File: config.mk
export PLATFORM = sky130hd
export DESIGN_NAME = insn_compactor
export DESIGN_NICKNAME = d
export VERILOG_FILES = /design/src/rtl/icmp_pkg.sv /design/src/rtl/icmp_field_split.sv /design/src/rtl/icmp_cam.sv /design/src/rtl/insn_compactor.sv
export SDC_FILE = /design/constraint.sdc
export NUM_CORES = 1
export LEC_CHECK = 0
export BUFFER_PORTS_ARGS = -buffer_cell sky130_fd_sc_hd__clkbuf_2
export CORE_MARGIN = 5
export CORE_UTILIZATION = 62
export DETAILED_ROUTE_END_ITERATION = 7
export MAX_ROUTING_LAYER = met4
export PLACE_DENSITY = 0.89
export SYNTH_ARGS = -nofsm -noshare
export SYNTH_HDL_FRONTEND = slang
export SYNTH_SLANG_ARGS = --single-unit
export TNS_END_PERCENT = 5
File: constraint.sdc
create_clock -name clk -period 7.35 [get_ports clk]
set_clock_uncertainty 0.2 [all_clocks]
set_input_delay 0.735 -clock clk [delete_from_list [all_inputs] [get_ports clk]]
set_output_delay 0.735 -clock clk [all_outputs]
set_load 0.02 [all_outputs]
File: src/rtl/icmp_pkg.sv
package icmp_pkg;

  localparam int NATIVE_W  = 128;
  localparam int CMP_W     = 64;
  localparam int ENTRIES   = 32;
  localparam int IDX_W     = $clog2(ENTRIES);
  localparam int CTL_KEY_W = 19;
  localparam int DT_KEY_W  = 18;
  localparam int SUB_KEY_W = 15;
  localparam int SRC_KEY_W = 12;
  localparam int KEY_MAX_W = CTL_KEY_W;
  localparam int REG_W     = 8;
  localparam int IMM_W     = 32;

  localparam logic [1:0] IMM_FILE = 2'b11;

  localparam logic [6:0] OP_IF    = 7'h22;
  localparam logic [6:0] OP_ELSE  = 7'h24;
  localparam logic [6:0] OP_ENDIF = 7'h25;
  localparam logic [6:0] OP_DO    = 7'h26;
  localparam logic [6:0] OP_WHILE = 7'h27;
  localparam logic [6:0] OP_HALT  = 7'h2A;

  typedef enum logic [1:0] {TBL_CTL, TBL_DT, TBL_SUB, TBL_SRC} tbl_kind_e;

  typedef struct packed {
    logic [6:0]           opcode;
    logic                 dbg;
    logic                 accw;
    logic [3:0]           cond;
    logic                 flag;
    logic [REG_W-1:0]     dst_reg;
    logic [REG_W-1:0]     src0_reg;
    logic [REG_W-1:0]     src1_reg;
    logic [CTL_KEY_W-1:0] ctl_key;
    logic [DT_KEY_W-1:0]  dt_key;
    logic [SUB_KEY_W-1:0] sub_key;
    logic [SRC_KEY_W-1:0] s0_key;
    logic [SRC_KEY_W-1:0] s1_key;
    logic [IMM_W-1:0]     imm;
    logic                 is_imm;
    logic                 imm_fits;
    logic                 flow_op;
  } native_fields_t;

  // Entry idx of a table: (idx*mul + add) masked to the key width of the generation.
  function automatic logic [KEY_MAX_W-1:0] tbl_entry(tbl_kind_e kind, logic newer,
                                                     int unsigned idx);
    logic [31:0] mul, add, raw;
    int unsigned width;
    unique case (kind)
      TBL_CTL: begin mul = 32'h0A3C5; add = newer ? 32'h40003 : 32'h00100;
                     width = newer ? 19 : 17; end
      TBL_DT:  begin mul = 32'h1B4D3; add = newer ? 32'h20001 : 32'h08000;
                     width = 18; end
      TBL_SUB: begin mul = 32'h00611; add = newer ? 32'h00040 : 32'h00000;
                     width = 15; end
      default: begin mul = 32'h002A5; add = newer ? 32'h00800 : 32'h00001;
                     width = 12; end
    endcase
    raw = 32'(idx) * mul + add;
    raw = raw & ((32'h1 << width) - 32'h1);
    return raw[KEY_MAX_W-1:0];
  endfunction

endpackage

File: src/rtl/icmp_field_split.sv
module icmp_field_split
  import icmp_pkg::*;
(
  input  logic [NATIVE_W-1:0] insn,
  input  logic                newer,
  output native_fields_t      f
);

  logic imm_any;
  logic [IMM_W-1:0] imm_v;

  assign imm_any = (insn[42:41] == IMM_FILE) || (insn[37:36] == IMM_FILE);
  assign imm_v   = insn[127:96];

  always_comb begin
    f          = '0;
    f.opcode   = insn[6:0];
    f.dbg      = insn[30];
    f.accw     = insn[29];
    f.cond     = insn[27:24];
    f.flag     = insn[89];
    f.dst_reg  = insn[60:53];
    f.src0_reg = insn[76:69];
    f.src1_reg = insn[108:101];
    f.ctl_key  = newer ? {insn[90:89], insn[31], insn[23:8]}
                       : {2'b00, insn[31], insn[23:8]};
    f.dt_key   = {insn[63:61], insn[46:32]};
    f.sub_key  = {(imm_any ? 5'b00000 : insn[100:96]), insn[68:64], insn[52:48]};
    f.s0_key   = insn[88:77];
    f.s1_key   = insn[120:109];
    f.imm      = imm_v;
    f.is_imm   = imm_any;
    f.imm_fits = (&imm_v[31:12]) || !(|imm_v[31:12]);
    f.flow_op  = insn[6:0] inside {OP_IF, OP_ELSE, OP_ENDIF, OP_DO, OP_WHILE, OP_HALT};
  end

endmodule

File: src/rtl/icmp_cam.sv
module icmp_cam
  import icmp_pkg::*;
#(
  parameter tbl_kind_e KIND  = TBL_CTL,
  parameter int        KEY_W = CTL_KEY_W
) (
  input  logic             newer,
  input  logic [KEY_W-1:0] key,
  output logic             hit,
  output logic [IDX_W-1:0] idx
);

  logic [ENTRIES-1:0] match;

  for (genvar i = 0; i < ENTRIES; i++) begin : g_ent
    localparam logic [KEY_W-1:0] ENT_OLD = KEY_W'(tbl_entry(KIND, 1'b0, i));
    localparam logic [KEY_W-1:0] ENT_NEW = KEY_W'(tbl_entry(KIND, 1'b1, i));
    assign match[i] = (key == (newer ? ENT_NEW : ENT_OLD));
  end

  always_comb begin
    hit = |match;
    idx = '0;
    for (int j = ENTRIES - 1; j >= 0; j--) begin
      if (match[j]) idx = IDX_W'(j);
    end
  end

endmodule

File: src/rtl/insn_compactor.sv
module insn_compactor
  import icmp_pkg::*;
(
  input  logic                clk,
  input  logic                rst_n,
  input  logic                gen_sel,
  input  logic                in_valid,
  output logic                in_ready,
  input  logic [NATIVE_W-1:0] insn,
  output logic                out_valid,
  input  logic                out_ready,
  output logic [CMP_W-1:0]    cmp_word,
  output logic                cmp_ok
);

  native_fields_t f;

  icmp_field_split u_split (.insn(insn), .newer(gen_sel), .f(f));

  logic ctl_hit, dt_hit, sub_hit;
  logic [IDX_W-1:0] ctl_idx, dt_idx, sub_idx;

  icmp_cam #(.KIND(TBL_CTL), .KEY_W(CTL_KEY_W)) u_ctl
    (.newer(gen_sel), .key(f.ctl_key), .hit(ctl_hit), .idx(ctl_idx));
  icmp_cam #(.KIND(TBL_DT), .KEY_W(DT_KEY_W)) u_dt
    (.newer(gen_sel), .key(f.dt_key), .hit(dt_hit), .idx(dt_idx));
  icmp_cam #(.KIND(TBL_SUB), .KEY_W(SUB_KEY_W)) u_sub
    (.newer(gen_sel), .key(f.sub_key), .hit(sub_hit), .idx(sub_idx));

  localparam int NSRC = 2;
  logic [SRC_KEY_W-1:0] src_key [NSRC];
  logic [NSRC-1:0]      src_hit;
  logic [IDX_W-1:0]     src_idx [NSRC];

  assign src_key[0] = f.s0_key;
  assign src_key[1] = f.s1_key;

  for (genvar s = 0; s < NSRC; s++) begin : g_src
    icmp_cam #(.KIND(TBL_SRC), .KEY_W(SRC_KEY_W)) u_src
      (.newer(gen_sel), .key(src_key[s]), .hit(src_hit[s]), .idx(src_idx[s]));
  end

  logic             ok_c;
  logic [IDX_W-1:0] s1_field;
  logic [REG_W-1:0] s1_reg_field;
  logic [CMP_W-1:0] word_c;

  always_comb begin
    ok_c = ctl_hit && dt_hit && sub_hit && src_hit[0]
        && (f.is_imm || src_hit[1])
        && !f.flow_op
        && (!f.is_imm || f.imm_fits);
    s1_field     = f.is_imm ? f.imm[12:8] : src_idx[1];
    s1_reg_field = f.is_imm ? f.imm[7:0]  : f.src1_reg;
    word_c = {s1_reg_field, f.src0_reg, f.dst_reg,
              s1_field, src_idx[0],
              1'b1, (gen_sel ? 1'b0 : f.flag), f.cond, f.accw,
              sub_idx, dt_idx, ctl_idx, f.dbg, f.opcode};
  end

  assign in_ready = !out_valid || out_ready;

  always_ff @(posedge clk) begin
    if (!rst_n) begin
      out_valid <= 1'b0;
      cmp_word  <= '0;
      cmp_ok    <= 1'b0;
    end else if (in_valid && in_ready) begin
      out_valid <= 1'b1;
      cmp_ok    <= ok_c;
      cmp_word  <= ok_c ? word_c : '0;
    end else if (out_ready) begin
      out_valid <= 1'b0;
    end
  end

endmodule

==> metrics.md, run 1 <==
| Metric | Value |
|---|---|
| CTS buffer count | `9` |
| Maximum buffer depth of the clock tree | `2` |
| H-tree Lvls | `3` |
| Period minus WS final | `5.13 ns` |
| M1 GR Usage | `between 50% and 60%` |
| GR Util met2 | `62.1%` |
| Fmax | `a little under 200 MHz` |
| Max VDD drop | `0.111 mV` |
| CP required | `7.33 ns` |
| Drt first pass iters | `8` |
| Ys Warns | `0` |
| Layout area overhead | `10.6%` |
| Number of synthesized flops with an enable pin | `0` |
| Global-route wire length before repair | `58900 µm` |
| Starting density of the core | `62.5%` |
| Slew of the pin with the lowest slew margin | `1.08 ns` |
| Min-Delay Path Class | `reg2reg` |
| Cts repair resizes | `0` |
| HPWL Detailed | `28000 µm` |
| Ports | `200` |
| Main synth FF type | `dfxtp_1` |
| Syn Inst Count | `1404` |
| Hold_sp | `cmp_word[22]` |
| Final slew viol count | `0` |
| Met3 Usage GRT | `8.95%` |
| Maximum fanout along the worst path | `72` |
| Grt total ovfl | `0` |
| Rel. slew slack | `approximately 28%` |
| Power Density | `105 mW/mm²` |
| CORE AREA | `between 0.015 and 0.02 mm²` |
| FF-to-FF End | `cmp_word[46]` |
| WP data arrival | `5.11 ns` |
| Mapped Nets | `1537` |
| Total number of vias | `12800` |
| Total GRT Usage | `40.6%` |
| Async S/R FF share, synth | `0%` |
| Adder-cell share of the synthesized area | `0%` |
| Failing checks | `design-rule violations` |
| CP max-delay cell | `xor2_1` |
| Worst-path clk slew | `0.05 ns` |
| Cell area after technology mapping | `0.00943 mm²` |
| Compound-cell area share of the yosys netlist | `20.1%` |
| Delay-heaviest family, CP | `simple AND/OR/NAND/NOR gates` |
| CP cell instances | `buf_4 > buf_4 > xor2_1 > a2111oi_1 > and4_1 > a2111oi_0 > nand4_1 > nor4_1 > or3_4 > o21ai_0` |
| FP Rows | `45` |
| Share of layout cells above drive strength 1 | `17.6%` |
| Post-CTS Setup Inserts | `0` |
| Hold EP | `cmp_word[22]` |
| Die W | `133 µm` |
| Hold Crit Depth | `2` |
| Top Usage Layer GRT | `met2` |
| Die ar. | `~0.018 mm²` |
| Worst path most repeated cell | `buf_4` |
| DRT Wirelength | `between 30000 and 40000 µm` |
| Crit start category | `primary input` |
| Routed len/inst | `22.3 µm` |
| Mux cell area share after synthesis | `0.332%` |
| Largest family of logic cells by synthesized area | `simple AND/OR/NAND/NOR gates` |
| CTS Root Cell | `clkbuf_16` |
| Initial antenna violation count | `1` |
| CTS tree | `built` |
| WS Path Type | `in2reg` |
| Leakage | `3.60 nW` |
| Synthesis-stage register bit count | `65` |
| Detail Route Antenna Nets | `0` |
| CP Buf/Inv Count | `2` |
| Post-Synth XOR/XNOR Area | `2.23%` |
| # fillers | `1359` |
| Clock Latency Late Sink | `0.33 ns` |
| Vias in the first global route | `11100` |
| Final-report setup violation count | `0` |
| Critical Path Sink Type | `register` |
| Reg2reg setup slack | `5.01 ns` |
| Outcome | `complete, but fails checks` |
| # clock sinks | `65` |
| Cts-stage hold buffer count | `0` |
| Number of I/O port buffers | `191` |
| Routability cong. | `about 1.2` |
| Layout Nets | `1626` |
| DRC errors left | `1` |
| Synth Area in Simple Gates | `56.9%` |
| Final Hold Violating Endpoints | `0` |
| Final core occ | `69.1%` |
| Period Utilization, post-route | `69.9%` |
| Post-DR vias/cell | `approximately 7.6` |
| Die height | `approximately 130 µm` |
| Post-synthesis cell type count | `82` |
| Max Cap Viol | `0` |
| RSZ-0062 raised after global routing | `false` |
| Final setup TNS | `0 ns` |
| Synthesized area per cell | `approximately 6.7 µm²` |
| Drt initial violations | `1971` |
| Critical R2R Launch | `out_valid` |
| Share of the yosys chip area belonging to registers | `13.8%` |
| Worst Reg-to-Reg Cells | `6` |
| Pin count of the biggest net entering global routing | `73` |
| Slowest cell delay on critical path | `around 0.60 ns` |
==> report_power, final <==
part	total (mW)	internal, mW	switching, mW
combinational	0.318	0.0944	0.224
sequential	0.353	0.353	0.000157
clock	0.421	0.270	0.150
==> cell type report <==
| type | count | area [µm²] | share of cell area, % |
|---|---|---|---|
| Antenna cell | 1 | 2.50 | 0.0240 |
| Clock buffer | 11 | 243 | 2.33 |
| Clock inverter | 5 | 55.1 | 0.528 |
| Inverter | 16 | 60.1 | 0.576 |
| Multi-Input combinational cell | 1203 | 7520 | 72.1 |
| Sequential cell | 65 | 1300 | 12.5 |
| Tap cell | 188 | 235 | 2.25 |
| Timing Repair Buffer | 198 | 1010 | 9.69 |
==> registers in the layout, indices dropped and copies added, names as in the netlist <==
signal / cells
cmp_word: 64
out_valid: 1
==> worst max-delay path by stage <==
stage | startpoint | endpoint | slack, ns | depth (start not counted)
after floorplan | gen_sel | cmp_word[16] | 3.60 | 15
final | gen_sel | cmp_word[46] | 2.22 | 10
after CTS | gen_sel | cmp_word[35] | 2.37 | 10
after detailed placement | gen_sel | cmp_word[33] | 2.06 | 10
after global routing | gen_sel | cmp_word[42] | 1.97 | 10
after global placement | gen_sel | cmp_word[4] | 2.25 | 10
==> metal layers <==
layer	wire length, µm	vias to the layer above	share of wire (%)
met5	0	-	0
met4	2460	0	6.6
met3	4800	261	13
met2	16300	1143	43
met1	14000	5703	37
li1	-	5662	-
==> cells in the final DEF (no fill, tap or decap), types with 16 or more instances in the layout <==
cell type and count:
dfxtp_1 65, nand4b_1 19, nor2_1 83, or4_1 28, nor4bb_1 19, nand3b_1 18, o211ai_1 24, o21ai_0 70
nor4_1 84, nand3_1 103, nor2b_1 31, a21oi_1 22, nand4_1 67, nand2b_1 36, nor3_1 53, and3_1 19
and3b_1 17, inv_1 16, clkbuf_2 190, nor3b_1 27, nand2_1 175, nor4b_1 23
==> Yosys cell counts, types with 10 or more instances <==
| master | count | area, µm² |
|---|---|---|
| a2111oi_0 | 10 | 87.6 |
| a21oi_1 | 22 | 110 |
| a31oi_1 | 10 | 62.6 |
| and2_1 | 13 | 81.3 |
| and3_1 | 19 | 119 |
| and3b_1 | 17 | 149 |
| and4_1 | 12 | 105 |
| and4b_1 | 11 | 110 |
| buf_2 | 14 | 70.1 |
| clkbuf_1 | 83 | 312 |
| dfxtp_1 | 65 | 1300 |
| inv_1 | 16 | 60.1 |
| nand2_1 | 175 | 657 |
| nand2b_1 | 36 | 225 |
| nand3_1 | 103 | 515 |
| nand3b_1 | 18 | 135 |
| nand4_1 | 67 | 419 |
| nand4b_1 | 19 | 166 |
| nor2_1 | 83 | 312 |
| nor2b_1 | 31 | 194 |
| nor3_1 | 53 | 265 |
| nor3b_1 | 27 | 203 |
| nor4_1 | 84 | 526 |
| nor4b_1 | 23 | 201 |
| nor4bb_1 | 19 | 190 |
| o211ai_1 | 24 | 180 |
| o21ai_0 | 70 | 350 |
| o21ai_1 | 11 | 55.1 |
| o22ai_1 | 10 | 62.6 |
| or2_2 | 10 | 62.6 |
| or3_1 | 15 | 93.8 |
| or3b_2 | 14 | 123 |
| or4_1 | 29 | 218 |
| or4b_2 | 14 | 140 |
| xnor2_1 | 13 | 114 |
| xor2_1 | 11 | 96.3 |
==> cells by family after synthesis <==
family | Yosys count
mux | 3
xor+xnor | 24
flops | 65
buf+inv | 136
compound gates | 270
simple gates | 906
==> worst register-to-register path: stages (launching register included) <==
cell and delay (ns):
dfxtp_1 0.31, nand2b_1 0.18, nand4_1 0.23, a31oi_1 0.22, o31ai_1 0.15, or3_4 0.64
o21ai_0 0.31
==> through the flow <==
step,total power [mW],worst slack (ns),area (µm²),hold WS [ns],instances
2_1_floorplan,0.564,3.60,9430,0.323,1404
3_3_place_gp,0.658,2.25,10100,0.232,1670
3_5_place_dp,0.660,2.06,10100,0.241,1670
4_1_cts,1.08,2.37,10400,0.249,1686
5_1_grt,1.13,1.97,10400,0.273,1687
6_report,1.09,2.22,10400,0.247,1687
Note: power is estimated with default switching activity, not from simulation.
==> run 2, diff against run 1 <==
Settings changed: CORE_UTILIZATION 62 to 57, PLACE_DENSITY 0.89 to 0.83.
Clock period 7.35 ns to 5.2 ns, I/O delays scaled along.
==> run 2 against run 1 <==
Effect of this change: the flow still finishes with violations (design-rule violations); non-clock buffer count is 15 higher; flip-flop and latch count stayed put; wire length is 1.7% higher; register-to-register slack worse by 2.2 ns; clock power is 42% higher; critical path type unchanged; sequential share of layout area is 0.18 points lower; first-iteration DRC count is 14% higher; final cell count is 2.8% higher; combinational power is 44% higher; via count is 0.66% lower; hold slack worse by 0.018 ns.
==> metrics.md, run 2 (same netlist as run 1, synthesis figures left out) <==
| Metric | Value |
|---|---|
| Outcome | `complete, but fails checks` |
| Failing checks | `design-rule violations` |
| # fillers | `1504 (+11%)` |
| Clock Latency Late Sink | `0.33 ns (about the same)` |
| CTS buffer count | `9 (unchanged)` |
| Slew of the pin with the lowest slew margin | `0.956 ns (-0.127 ns)` |
| Routed len/inst | `22.0 µm (-1.1%)` |
| # clock sinks | `65 (unchanged)` |
| Layout area overhead | `12.2%` |
| Cts-stage hold buffer count | `0 (unchanged)` |
| DRT Wirelength | `38200 µm (+1.7%)` |
| Maximum buffer depth of the clock tree | `2 (unchanged)` |
| Post-CTS Setup Inserts | `0 (unchanged)` |
| Detail Route Antenna Nets | `0 (unchanged)` |
| Maximum fanout along the worst path | `71 (-1.4%)` |
| Ports | `200 (unchanged)` |
| Total GRT Usage | `38.3% (-2.3 points)` |
| Critical R2R Launch | `out_valid` |
| CP Buf/Inv Count | `2 (unchanged)` |
| Global-route wire length before repair | `60400 µm (+2.6%)` |
| Min-Delay Path Class | `in2reg` |
| Slowest cell delay on critical path | `0.70 ns (+0.10 ns)` |
| Vias in the first global route | `11400 (+2.3%)` |
| CTS tree | `built` |
| Starting density of the core | `57.5% (-5.0 points)` |
| CORE AREA | `0.0164 mm² (+8.7%)` |
| Hold EP | `cmp_word[55]` |
| CTS Root Cell | `clkbuf_16` |
| Rel. slew slack | `34.6% (+6.8 points)` |
| Number of I/O port buffers | `191 (unchanged)` |
| Final-report setup violation count | `0 (unchanged)` |
| Final Hold Violating Endpoints | `0 (unchanged)` |
| Final core occ | `64.5% (-4.6 points)` |
| Largest register by flop count | `cmp_word` |
| Pin count of the biggest net entering global routing | `72 (-1.4%)` |
| H-tree Lvls | `3 (unchanged)` |
| Commonest non-fill, non-tap cell in the layout | `clkbuf_2` |
| Largest regs | `cmp_word: 64 flops, out_valid: 1 flops` |
| Period Utilization, post-route | `86.1%` |
| Hold Crit Depth | `3 (+1)` |
| Hold_sp | `insn[76]` |
| RSZ-0062 raised after global routing | `false` |
| Die height | `139 µm (+4.0%)` |
| Leakage | `3.68 nW (+2.1%)` |
| Max Cap Viol | `0 (unchanged)` |
| Share of layout cells above drive strength 1 | `18.4% (+0.82 points)` |
| Drt initial violations | `2250 (+14%)` |
| Worst-path clk slew | `0.06 ns (about the same)` |
| Post-DR vias/cell | `7.32 (-3.4%)` |
| Worst Hold Margin | `0.228 ns (-0.0183 ns)` |
| WP data arrival | `4.46 ns (-0.65 ns)` |
| Layout Nets | `1641 (+0.92%)` |
| Final setup TNS | `0 ns (unchanged)` |
| CP cell instances | `buf_4 > buf_4 > nor3_1 > o21ai_0 > nor4_1 > a2111oi_0 > nand2_1 > nor4_1 > or3_4 > o21ai_0` |
| HPWL Detailed | `28500 µm (+1.8%)` |
| Cts repair resizes | `0 (unchanged)` |
| Total number of vias | `12700 (-0.66%)` |
| Die ar. | `0.0192 mm² (+8.1%)` |
| Critical Path Sink Type | `register` |
| CP required | `5.18 ns (-2.15 ns)` |
| Die W | `139 µm (+4.0%)` |
| CP max-delay cell | `a2111oi_0` |
| Power Density | `147 mW/mm² (+40%)` |
| Period minus WS final | `4.48 ns` |
| WS Path Type | `in2reg` |
| Drt first pass iters | `8 (unchanged)` |
| Routability cong. | `1.14 (-4.5%)` |
| Initial antenna violation count | `1 (unchanged)` |
| Fmax | `223 MHz` |
| Final slew viol count | `0 (unchanged)` |
| FF-to-FF End | `cmp_word[52]` |
| Max FFs per register | `64 (unchanged)` |
| Delay-heaviest family, CP | `simple AND/OR/NAND/NOR gates` |
| FP Rows | `47 (+4.4%)` |
| Commonest cells after routing, fill and taps aside | `clkbuf_2 (191), nand2_1 (175), nand3_1 (103)` |
| Reg2reg setup slack | `2.80 ns (-2.21 ns)` |
| Max VDD drop | `0.233 mV (+110%)` |
| Grt total ovfl | `0 (unchanged)` |
| Worst Reg-to-Reg Cells | `6 (unchanged)` |
| DRC errors left | `7 (+6)` |
| Crit start category | `primary input` |
[run 2: area by class of cell]
class,instances,area [µm²],area share (%)
sequential,65,1300,12.3
multi-input combinational,1203,7530,71.1
inverter,16,60.1,0.567
timing repair buffer,213,1120,10.6
clock buffer,11,243,2.29
tap,220,275,2.60
clock inverter,5,55.1,0.520
antenna,1,2.50,0.0236
[run 2: worst max-delay path by stage]
stage / from / to / slack, ns / cells after the start
after floorplan: gen_sel / cmp_word[16] / 1.66 / 15
after global placement: gen_sel / cmp_word[4] / 0.65 / 10
after detailed placement: gen_sel / cmp_word[44] / 0.53 / 10
after CTS: gen_sel / cmp_word[52] / 0.82 / 10
after global routing: gen_sel / cmp_word[41] / 0.42 / 10
final: gen_sel / cmp_word[52] / 0.72 / 10
[run 2: worst register-to-register path, stage by stage (launching register included)]
cell and delay (ns):
dfxtp_1 0.31, nand2b_1 0.17, nand4_1 0.23, a31oi_1 0.30
o31ai_1 0.18, or3_4 0.64, o21ai_0 0.28
[run 2: routing by layer]
metal  share of wire [%]  routed length [µm]  GRT usage, %  vias up
met3                  13                4870          8.03      206
met5                   0                   0             -        -
met1                  38               14300          48.4     5645
li1                    -                   -             -     5695
met4                 5.2                1970          16.8        0
met2                  45               17000          59.4     1139
[run 2: where the power goes]
group	leakage [nW]	internal [mW]	switching (mW)
Combinational	3.01	0.141	0.316
Sequential	0.524	0.499	0.000264
Clock	0.142	0.382	0.217
[run 2: metrics by stage]
step                cell area (µm²)  setup WS [ns]  instances  total power [mW]
floorplan                      9430           1.66       1404             0.797
global placement              10300          0.650       1716             0.943
detailed placement            10300          0.527       1716             0.944
CTS                           10600          0.818       1732              1.54
global route                  10600          0.421       1734              1.61
finish                        10600          0.720       1734              1.55
